**src/rtl/mdio_pkg.sv**
```systemverilog
package mdio_pkg;

   localparam int unsigned HDR_BITS   = 14;
   localparam int unsigned DATA_BITS  = 16;
   localparam int unsigned WORD_BITS  = 32;

   typedef enum logic [1:0] {
      OPC_WRITE = 2'b01,
      OPC_READ  = 2'b10
   } mdio_opc_e;

   // Header, write turnaround and data packed as one word, sent MSB first
   function automatic logic [WORD_BITS-1:0] pack_frame(
      input logic        rd,
      input logic [4:0]  phy,
      input logic [4:0]  rg,
      input logic [15:0] wd
   );
      mdio_opc_e opc;
      opc = rd ? OPC_READ : OPC_WRITE;
      return {2'b01, opc, phy, rg, 2'b10, wd};
   endfunction

endpackage

```
**src/rtl/mdio_quarter_timer.sv**
```systemverilog
module mdio_quarter_timer #(
   parameter int DIV_W    = 8,
   parameter bit MDC_FLOP = 1'b1
) (
   input  logic             clk,
   input  logic             rst_n,
   input  logic             run,
   input  logic             restart,
   input  logic [DIV_W-1:0] qlen,
   output logic             mdc,
   output logic             sample_stb,
   output logic             bit_end
);

   logic [DIV_W-1:0] qcnt;
   logic [1:0]       phase;
   logic [1:0]       phase_nxt;
   logic             last_q;

   assign last_q = run && (qcnt == qlen - DIV_W'(1));

   always_comb begin
      phase_nxt = phase;
      if (restart || !run)
         phase_nxt = 2'd0;
      else if (last_q)
         phase_nxt = phase + 2'd1;
   end

   always_ff @(posedge clk) begin
      if (!rst_n) begin
         qcnt  <= '0;
         phase <= 2'd0;
      end else begin
         phase <= phase_nxt;
         if (restart || !run || last_q)
            qcnt <= '0;
         else
            qcnt <= qcnt + DIV_W'(1);
      end
   end

   assign sample_stb = last_q && (phase == 2'd1);
   assign bit_end    = last_q && (phase == 2'd3);

   generate
      if (MDC_FLOP) begin : g_mdc_flop
         logic mdc_q;
         always_ff @(posedge clk) begin
            if (!rst_n)
               mdc_q <= 1'b0;
            else
               mdc_q <= (phase_nxt == 2'd1) || (phase_nxt == 2'd2);
         end
         assign mdc = mdc_q;
      end else begin : g_mdc_decode
         assign mdc = (phase == 2'd1) || (phase == 2'd2);
      end
   endgenerate

endmodule

```
**src/rtl/mdio_rx_capture.sv**
```systemverilog
module mdio_rx_capture #(
   parameter int DW = 16
) (
   input  logic          clk,
   input  logic          rst_n,
   input  logic          shift_en,
   input  logic          din,
   output logic [DW-1:0] rdata
);

   always_ff @(posedge clk) begin
      if (!rst_n)
         rdata <= '0;
      else if (shift_en)
         rdata <= {rdata[DW-2:0], din};
   end

endmodule

```
**src/rtl/mdio_frame_ctrl.sv**
```systemverilog
module mdio_frame_ctrl
   import mdio_pkg::*;
#(
   parameter int PRE_LEN = 32,
   parameter int DIV_W   = 8
) (
   input  logic                 clk,
   input  logic                 rst_n,
   input  logic                 cmd_start,
   input  logic                 cmd_read,
   input  logic [4:0]           cmd_phy,
   input  logic [4:0]           cmd_reg,
   input  logic [15:0]          cmd_wdata,
   input  logic [DIV_W-1:0]     quarter_len,
   input  logic                 bit_end,
   input  logic                 sample_stb,
   output logic                 busy,
   output logic                 done,
   output logic                 accept,
   output logic                 cap_en,
   output logic                 drv_val,
   output logic                 drv_oe,
   output logic                 frm_read,
   output logic [WORD_BITS-1:0] frm_word,
   output logic [DIV_W-1:0]     frm_qlen
);

   localparam int IDX_W    = $clog2(PRE_LEN + 34);
   localparam int HDR_END  = PRE_LEN + HDR_BITS;
   localparam int WR_END   = PRE_LEN + WORD_BITS;
   localparam int RD_LO    = PRE_LEN + HDR_BITS + 1;
   localparam int RD_HI    = RD_LO + DATA_BITS - 1;
   localparam int RD_LAST  = RD_HI + 1;
   localparam int WR_LAST  = WR_END;

   logic [IDX_W-1:0] idx;
   logic [IDX_W-1:0] nxt_idx;
   logic [IDX_W-1:0] last_idx;
   logic [4:0]       tx_sel;
   logic             nxt_val;
   logic             nxt_oe;

   assign accept   = cmd_start && !busy;
   assign nxt_idx  = idx + IDX_W'(1);
   assign last_idx = frm_read ? IDX_W'(RD_LAST) : IDX_W'(WR_LAST);
   assign tx_sel   = 5'(nxt_idx - IDX_W'(PRE_LEN));

   always_comb begin
      nxt_val = 1'b0;
      nxt_oe  = 1'b0;
      if (nxt_idx < IDX_W'(PRE_LEN)) begin
         nxt_val = 1'b1;
         nxt_oe  = 1'b1;
      end else if ((nxt_idx < IDX_W'(HDR_END)) ||
                   (!frm_read && (nxt_idx < IDX_W'(WR_END)))) begin
         nxt_val = frm_word[5'd31 - tx_sel];
         nxt_oe  = 1'b1;
      end
   end

   always_ff @(posedge clk) begin
      if (!rst_n) begin
         busy     <= 1'b0;
         done     <= 1'b0;
         idx      <= '0;
         drv_val  <= 1'b0;
         drv_oe   <= 1'b0;
         frm_read <= 1'b0;
         frm_word <= '0;
         frm_qlen <= DIV_W'(1);
      end else begin
         done <= 1'b0;
         if (accept) begin
            busy     <= 1'b1;
            idx      <= '0;
            drv_val  <= 1'b1;
            drv_oe   <= 1'b1;
            frm_read <= cmd_read;
            frm_word <= pack_frame(cmd_read, cmd_phy, cmd_reg, cmd_wdata);
            frm_qlen <= (quarter_len == '0) ? DIV_W'(1) : quarter_len;
         end else if (busy && bit_end) begin
            if (idx == last_idx) begin
               busy    <= 1'b0;
               done    <= 1'b1;
               drv_val <= 1'b0;
               drv_oe  <= 1'b0;
            end else begin
               idx     <= nxt_idx;
               drv_val <= nxt_val;
               drv_oe  <= nxt_oe;
            end
         end
      end
   end

   assign cap_en = busy && frm_read && sample_stb &&
                   (idx >= IDX_W'(RD_LO)) && (idx <= IDX_W'(RD_HI));

endmodule

```
**src/rtl/mdio_frame_master.sv**
```systemverilog
module mdio_frame_master
   import mdio_pkg::*;
#(
   parameter int PRE_LEN  = 32,
   parameter int DIV_W    = 8,
   parameter bit MDC_FLOP = 1'b1
) (
   input  logic             clk,
   input  logic             rst_n,
   input  logic             cmd_start,
   input  logic             cmd_read,
   input  logic [4:0]       cmd_phy,
   input  logic [4:0]       cmd_reg,
   input  logic [15:0]      cmd_wdata,
   input  logic [DIV_W-1:0] quarter_len,
   output logic             cmd_busy,
   output logic             cmd_done,
   output logic [15:0]      cmd_rdata,
   output logic             mdc,
   output logic             mdio_out,
   output logic             mdio_oe,
   input  logic             mdio_in
);

   generate
      if (PRE_LEN < 1) begin : g_bad_pre
         $error("mdio_frame_master: PRE_LEN must be at least 1");
      end
      if (DIV_W < 1) begin : g_bad_div
         $error("mdio_frame_master: DIV_W must be at least 1");
      end
   endgenerate

   logic                 accept;
   logic                 cap_en;
   logic                 bit_end;
   logic                 sample_stb;
   logic                 frm_read;
   logic [WORD_BITS-1:0] frm_word;
   logic [DIV_W-1:0]     frm_qlen;

   mdio_frame_ctrl #(
      .PRE_LEN (PRE_LEN),
      .DIV_W   (DIV_W)
   ) u_ctrl (
      .clk         (clk),
      .rst_n       (rst_n),
      .cmd_start   (cmd_start),
      .cmd_read    (cmd_read),
      .cmd_phy     (cmd_phy),
      .cmd_reg     (cmd_reg),
      .cmd_wdata   (cmd_wdata),
      .quarter_len (quarter_len),
      .bit_end     (bit_end),
      .sample_stb  (sample_stb),
      .busy        (cmd_busy),
      .done        (cmd_done),
      .accept      (accept),
      .cap_en      (cap_en),
      .drv_val     (mdio_out),
      .drv_oe      (mdio_oe),
      .frm_read    (frm_read),
      .frm_word    (frm_word),
      .frm_qlen    (frm_qlen)
   );

   mdio_quarter_timer #(
      .DIV_W    (DIV_W),
      .MDC_FLOP (MDC_FLOP)
   ) u_timer (
      .clk        (clk),
      .rst_n      (rst_n),
      .run        (cmd_busy),
      .restart    (accept),
      .qlen       (frm_qlen),
      .mdc        (mdc),
      .sample_stb (sample_stb),
      .bit_end    (bit_end)
   );

   mdio_rx_capture #(
      .DW (DATA_BITS)
   ) u_capture (
      .clk      (clk),
      .rst_n    (rst_n),
      .shift_en (cap_en),
      .din      (mdio_in),
      .rdata    (cmd_rdata)
   );

endmodule

```
**config.mk**
```make
export PLATFORM = sky130hd
export DESIGN_NAME = mdio_frame_master
export DESIGN_NICKNAME = d
export VERILOG_FILES = /design/src/rtl/mdio_pkg.sv /design/src/rtl/mdio_quarter_timer.sv /design/src/rtl/mdio_rx_capture.sv /design/src/rtl/mdio_frame_ctrl.sv /design/src/rtl/mdio_frame_master.sv
export SDC_FILE = /design/constraint.sdc
export NUM_CORES = 1
export LEC_CHECK = 0
export ABC_AREA = 1
export BUFFER_PORTS_ARGS = -buffer_cell sky130_fd_sc_hd__buf_2
export CAP_MARGIN = 25
export CORE_AREA = 2 2 106 108
export CTS_BUF_LIST = sky130_fd_sc_hd__clkbuf_4
export CTS_CLUSTER_DIAMETER = 80
export CTS_CLUSTER_SIZE = 25
export DETAILED_ROUTE_END_ITERATION = 8
export DIE_AREA = 0 0 108 110
export GPL_TIMING_DRIVEN = 0
export MAX_ROUTING_LAYER = met4
export PLACE_DENSITY = 0.64
export RECOVER_POWER = 100
export SETUP_SLACK_MARGIN = 0.1
export SLEW_MARGIN = 20
export SYNTH_ARGS = -nofsm -noshare
export SYNTH_HDL_FRONTEND = slang
export SYNTH_SLANG_ARGS = --single-unit
```
**constraint.sdc**
```tcl
create_clock -name clk -period 3.09 [get_ports clk]
set_clock_uncertainty 0.1 [all_clocks]
set_input_delay 0.4635 -clock clk [delete_from_list [all_inputs] [get_ports clk]]
set_output_delay 0.4635 -clock clk [all_outputs]
set_load 0.01 [all_outputs]
```
* Word level (Yosys, flattened, before mapping) *
Index checks and enable logic that the tools add are counted.

word-level totals
  logic and storage cells = 78
  bits of input ports = 39
  register bits after elaboration = 77

operators by class
  eq/ne operators = 6
  muxes and demuxes = 21
  bitwise operators = 3
  add/sub/neg operators = 6
  $lt $le $gt $ge = 6
  reductions and logical operators = 24

operators with widths
  kind                   number
  $mux W1                15
  $lt A7 B6 Y1 const B   2
  $logic_and A1 B1 Y1    10
  $add A8 B1 Y8 const B  1
  $eq A8 B8 Y1           1
  $logic_not A8 Y1       1
  $mux W8                1
  $sub A8 B1 Y8 const B  1
  $add A7 B1 Y7 const B  1
  $eq A7 B7 Y1           1
  $ge A7 B6 Y1 const B   1
  $le A7 B6 Y1 const B   1
  $lt A7 B7 Y1 const B   1
  $mux W7                1
  $lt A5 B6 Y1 const B   1
  $mux W2                3
  $bmux W1 S5            1
  $sub A5 B1 Y5 const B  1
  $sub A5 B5 Y5 const A  1
  $eq A2 B1 Y1 const B   2
  $eq A2 B2 Y1 const B   2
  $logic_or A1 B1 Y1     4
  $reduce_and A2 Y1      2
  $reduce_bool A2 Y1     2
  other kinds (5)        9

* Logic depth before layout (Yosys ltp) *
  word-level depth = 10
  gate-level depth with buffers = 17
  mapped depth without buffers = 15

* Cells and area by module *
From an unflattened synthesis, not the netlist that was laid out.

second synthesis, totals
  cell total of the unflattened synthesis = 512
  area, all modules = 3609.7 um^2

modules (own cells, without submodules)
  module              times used  seq. area each (um^2)  cells an instance  area each (um^2)
  mdio_frame_ctrl     1           960.9                  279                2139.6
  mdio_quarter_timer  1           220.2                  132                795.8
  mdio_rx_capture     1           320.3                  101                674.4

* Worst setup path after synthesis *
No wires, ideal clock.

  kind = register to register
  start = register u_ctrl.idx[0]
  end = register u_ctrl.drv_val
  cell stages (with the launch flop) = 17
  setup time = 140 ps
  period minus slack after synthesis = 2187 ps
  setup slack = 903 ps
  arrival = 1947 ps
  path buffers = 3
  cell sequence = dfxtp_1 > buf_2 > inv_2 > buf_2 > ha_1 > buf_2 > clkinv_1 > nand3_1 > nand3_1 > nand2_1 > nand2_1 > nand2_1 > nand2_1 > nand3_1 > nor2_2 > nor2_1 > a21oi_2

between the ends
  word-level cells in the longest chain between the ends = 10
  elaborated cells between the ends (all ways) = 16
  classes of those cells = add/sub (3); order compare (3); eq/ne (1); mux (7); reduce/logical (2)

RTL lines
  what                           RTL line               RTL
  start, declared                mdio_frame_ctrl.sv:36  logic [IDX_W-1:0] idx;
  start signal, assigned         mdio_frame_ctrl.sv:88  idx <= nxt_idx;
  $add A7 B1 Y7 (*)              mdio_frame_ctrl.sv:44  assign nxt_idx = idx + IDX_W'(1);
  via u_ctrl.nxt_idx[0]          mdio_frame_ctrl.sv:37  logic [IDX_W-1:0] nxt_idx;
  $sub A5 B1 Y5                  mdio_frame_ctrl.sv:46  assign tx_sel = 5'(nxt_idx - IDX_W'(PRE_LEN));
  $sub A5 B5 Y5                  mdio_frame_ctrl.sv:56  nxt_val = frm_word[5'd31 - tx_sel];
  $bmux W1 S5                    mdio_frame_ctrl.sv:56
  $mux W1 (implied by the code)  mdio_frame_ctrl.sv:56
  $mux W1                        mdio_frame_ctrl.sv:54  end else if ((nxt_idx < IDX_W'(HDR_END)) ||
  $mux W1 (*)                    mdio_frame_ctrl.sv:51  if (nxt_idx < IDX_W'(PRE_LEN)) begin
  $mux W1 (*)                    mdio_frame_ctrl.sv:82  if (idx == last_idx) begin
  $mux W1 (*)                    mdio_frame_ctrl.sv:81  end else if (busy && bit_end) begin
  $mux W1 (*)                    mdio_frame_ctrl.sv:73  if (accept) begin
  end signal, assigned           mdio_frame_ctrl.sv:89  drv_val <= nxt_val;
  end, declared                  mdio_frame_ctrl.sv:21  output logic drv_val,

Mark *: on every way through the listed nets, which the timed path passes. The rest lies on a longest branch. The select of a mux whose other input is x is not followed.
A chain may end at the register's enable or synchronous reset.

* Worst setup path after layout *
  start = register u_ctrl.frm_qlen[0]
  end = register u_ctrl.drv_val

between the ends
  word-level cells in the longest chain between the ends = 6

RTL lines
  what                          RTL line                  RTL
  start, declared               mdio_frame_ctrl.sv:25     output logic [DIV_W-1:0] frm_qlen
  start signal, assigned        mdio_frame_ctrl.sv:80     frm_qlen <= (quarter_len == '0) ? DIV_W'(1) : quarter_len;
  $sub A8 B1 Y8                 mdio_quarter_timer.sv:20  assign last_q = run && (qcnt == qlen - DIV_W'(1));
  $eq A8 B8 Y1                  mdio_quarter_timer.sv:20
  $logic_and A1 B1 Y1           mdio_quarter_timer.sv:20
  $logic_and A1 B1 Y1           mdio_quarter_timer.sv:44  assign bit_end = last_q && (phase == 2'd3);
  $logic_and A1 B1 Y1           mdio_frame_ctrl.sv:81
  $reduce_bool A2 Y1 (no line)  --

Every way passes these cells.

==> impl_metrics.json <==
{
  "ir_worst_vdd_uv": 263,
  "drt_iter0_markers": 169,
  "drive_above_1_share": 0.182,
  "arrival_ps": 2930,
  "synthFlopType": "dfxtp_1",
  "track_usage": 0.158,
  "antenna_found_initial": 0,
  "p_leak_uw": 0.00187,
  "avgViaCountPerCell": 4.78,
  "hold_path_class": "input pin to flip-flop",
  "min_period_over_period": 0.861,
  "cts_repair_resize_count": 0,
  "slew_headroom": 0.571,
  "setup_viol": 0,
  "grt_setup_unrepaired": "no",
  "grt_pass1_wl_microns": 14400,
  "grt_util_met3": 0.0241,
  "fmax_mhz": 376,
  "tightest_slew_ps": 644,
  "dp_hpwl_microns": 6540,
  "worst-path-max-fanout": 10,
  "cts_setup_buffers": 0,
  "vias": 3272,
  "syn_nets": 514,
  "clk_pin_slew_ps": 130,
  "drc_errors": 0,
  "outcome": "complete, no violations",
  "final.setup.tns_ps": 0,
  "clock-root-buffer": "clkbuf_4",
  "busiest_layer": "met2",
  "drv_cap": 0,
  "ant_nets": 0,
  "die_w_microns": 108,
  "firstDrtPassIters": 4,
  "synth_edf_count": 0,
  "synth.avg_cell_area_sq_um": 7.79,
  "core_area_sq_mm": 0.0107,
  "finalWorstSetupSlack_ps": 429,
  "clkLatencyLatePin_ps": 440,
  "ys_async_sr_fraction": 0,
  "ys_types": 40,
  "dpl_cell_area_sq_mm": 0.00412,
  "synth_seq_cells": 75,
  "hold_buffers": 0,
  "fp.dieH_microns": 110,
  "overflow": 0,
  "grt_max_degree": 13,
  "htreeDepth": 3,
  "cts_tree": "done",
  "die_area_sq_mm": 0.0119,
  "place_ws_ps": 479,
  "fill_cells": 1134,
  "syn_inst": 469,
  "place_congestion": 0.841,
  "routed_wl_microns": 8570,
  "critPathKind": "flip-flop to flip-flop",
  "rows": 38,
  "ys_seq_area_frac": 0.411,
  "slew_violations": 0,
  "use_met1": 0.194,
  "n_antenna_cell": 0,
  "fin_crit_ps": 2660,
  "fin_area_sq_mm": 0.00424,
  "cp-start-kind": "flip-flop",
  "cp.required_ps": 3350,
  "finalHoldViolations": 0,
  "area_growth_syn_to_layout_pct": 16.0,
  "nNetsFinal": 584,
  "power_density_mw_per_mm2": 480,
  "start_util": 0.341,
  "final_common_cell": "nand2_1",
  "grt_pass1_vias": 3127,
  "portBuffers": 59,
  "clock-sinks": 75,
  "reg2reg_setup_slack_ps": 430,
  "synth_warnings": 0,
  "cts_buffer_depth": 2,
  "grt_util_met2": 0.261,
  "io_pins": 60,
  "cts_buffers": 9,
  "syn-cell-area_sq_mm": 0.00365,
  "final_cell_mix": "nand2_1 (93), dfxtp_1 (75), inv_1 (58)",
  "critPathCaptureType": "flip-flop",
  "avgRoutedWirePerCell_microns": 12.5
}
-- final cells by class --
| class | instances | area, sq um | share of cell area |
|---|---|---|---|
| multi-input combinational | 312 | 1770 | 0.417 |
| sequential | 75 | 1500 | 0.354 |
| timing repair buffer | 59 | 269 | 0.0635 |
| inverter | 65 | 244 | 0.0576 |
| tap | 140 | 175 | 0.0413 |
| clock inverter | 5 | 101 | 0.0239 |
| buffer | 17 | 96.3 | 0.0227 |
| clock buffer | 11 | 82.6 | 0.0195 |
-- power by group --
part / internal, uW / total [uW] / switching, uW
registers: 1010 / 1040 / 29.7
clock network: 426 / 777 / 351
logic: 87.9 / 218 / 130
total: 1520 / 2030 / 511
-- stage by stage --
| stage | hold WS, ps | utilization | power (uW) | std cells |
|---|---|---|---|---|
| 2_1_floorplan | 341 | - | 1210 | 469 |
| 3_3_place_gp | 356 | 0.385 | 1280 | 668 |
| 3_5_place_dp | 363 | 0.385 | 1290 | 668 |
| 4_1_cts | 97.9 | 0.403 | 2060 | 684 |
| 5_1_grt | 108 | 0.396 | 2140 | 684 |
| 6_report | 126 | 0.396 | 2030 | 684 |
-- cell usage after synthesis, types with 2 or more instances --
library cell	count	area, sq um
nor2_1	51	191
buf_2	4	20.0
nand2_2	6	37.5
nand2_1	93	349
nand3_1	48	240
nand3_2	3	30.0
nand4_1	2	12.5
a21oi_1	9	45.0
dfxtp_1	75	1500
o21ai_0	9	45.0
inv_2	6	22.5
xnor2_1	2	17.5
xor2_1	6	52.6
nor3_1	2	10.0
ha_1	6	75.1
inv_1	57	214
a22o_1	27	236
buf_1	2	7.51
clkinv_1	2	7.51
nor2_2	5	31.3
o22ai_1	3	18.8
clkbuf_1	6	22.5
buf_6	4	45.0
o21ai_1	8	40.0
a211oi_2	18	225
-- worst paths after layout --
| check | from | end | depth (start not counted) |
|---|---|---|---|
| hold reg to reg | u_capture.rdata[15]$_SDFFE_PN0P_ | u_capture.rdata[15]$_SDFFE_PN0P_ | 2 |
| setup reg to reg | u_ctrl.frm_qlen[0]$_SDFFE_PN1P_ | u_ctrl.drv_val$_SDFFE_PN0P_ | 14 |
| setup / recovery | u_ctrl.frm_qlen[0]$_SDFFE_PN1P_ | u_ctrl.drv_val$_SDFFE_PN0P_ | 14 |
| hold / removal | cmd_phy[4] | u_ctrl.frm_word[27]$_SDFFE_PN0P_ | 2 |
-- registers in the layout, indices dropped and copies added (netlist names) --
signal and count:
u_timer.mdc 1, u_ctrl.frm_qlen 8, u_ctrl.frm_word 29, u_ctrl.done 1
u_ctrl.drv_val 1, u_ctrl.busy 1, u_timer.qcnt 8, u_ctrl.drv_oe 1
u_capture.rdata 16, u_timer.phase 2, u_ctrl.idx 7
-- metal layers --
metal | wire [microns] | share of wire
met1 | 4130 | 0.48
met2 | 3990 | 0.47
met3 | 288 | 0.034
met4 | 154 | 0.018
met5 | 0 | 0
-- worst max-delay path, cell delays in order (launching register included) --
cell and delay, ps:
dfxtp_1 390, inv_1 130, ha_1 340, nand2_1 60, inv_1 30, nor2_1 70
nand2_1 70, nor2_2 160, nand3_2 80, nor2_1 440, nand4_2 170, clkbuf_2 250
nor2_1 140, nor2_1 60, a21oi_2 100
-- logic make-up (layout without fill, tap and decap cells) --
family          after synthesis  after routing  share of synthesized area
flops                        75             75                      0.411
buf+inv                      82            157                     0.0949
xor+xnor                      8              8                     0.0192
simple gates                217            217                      0.270
compound gates               81             81                      0.184
fa+ha+maj                     6              6                     0.0206
Power figures use the tool's default switching activity.
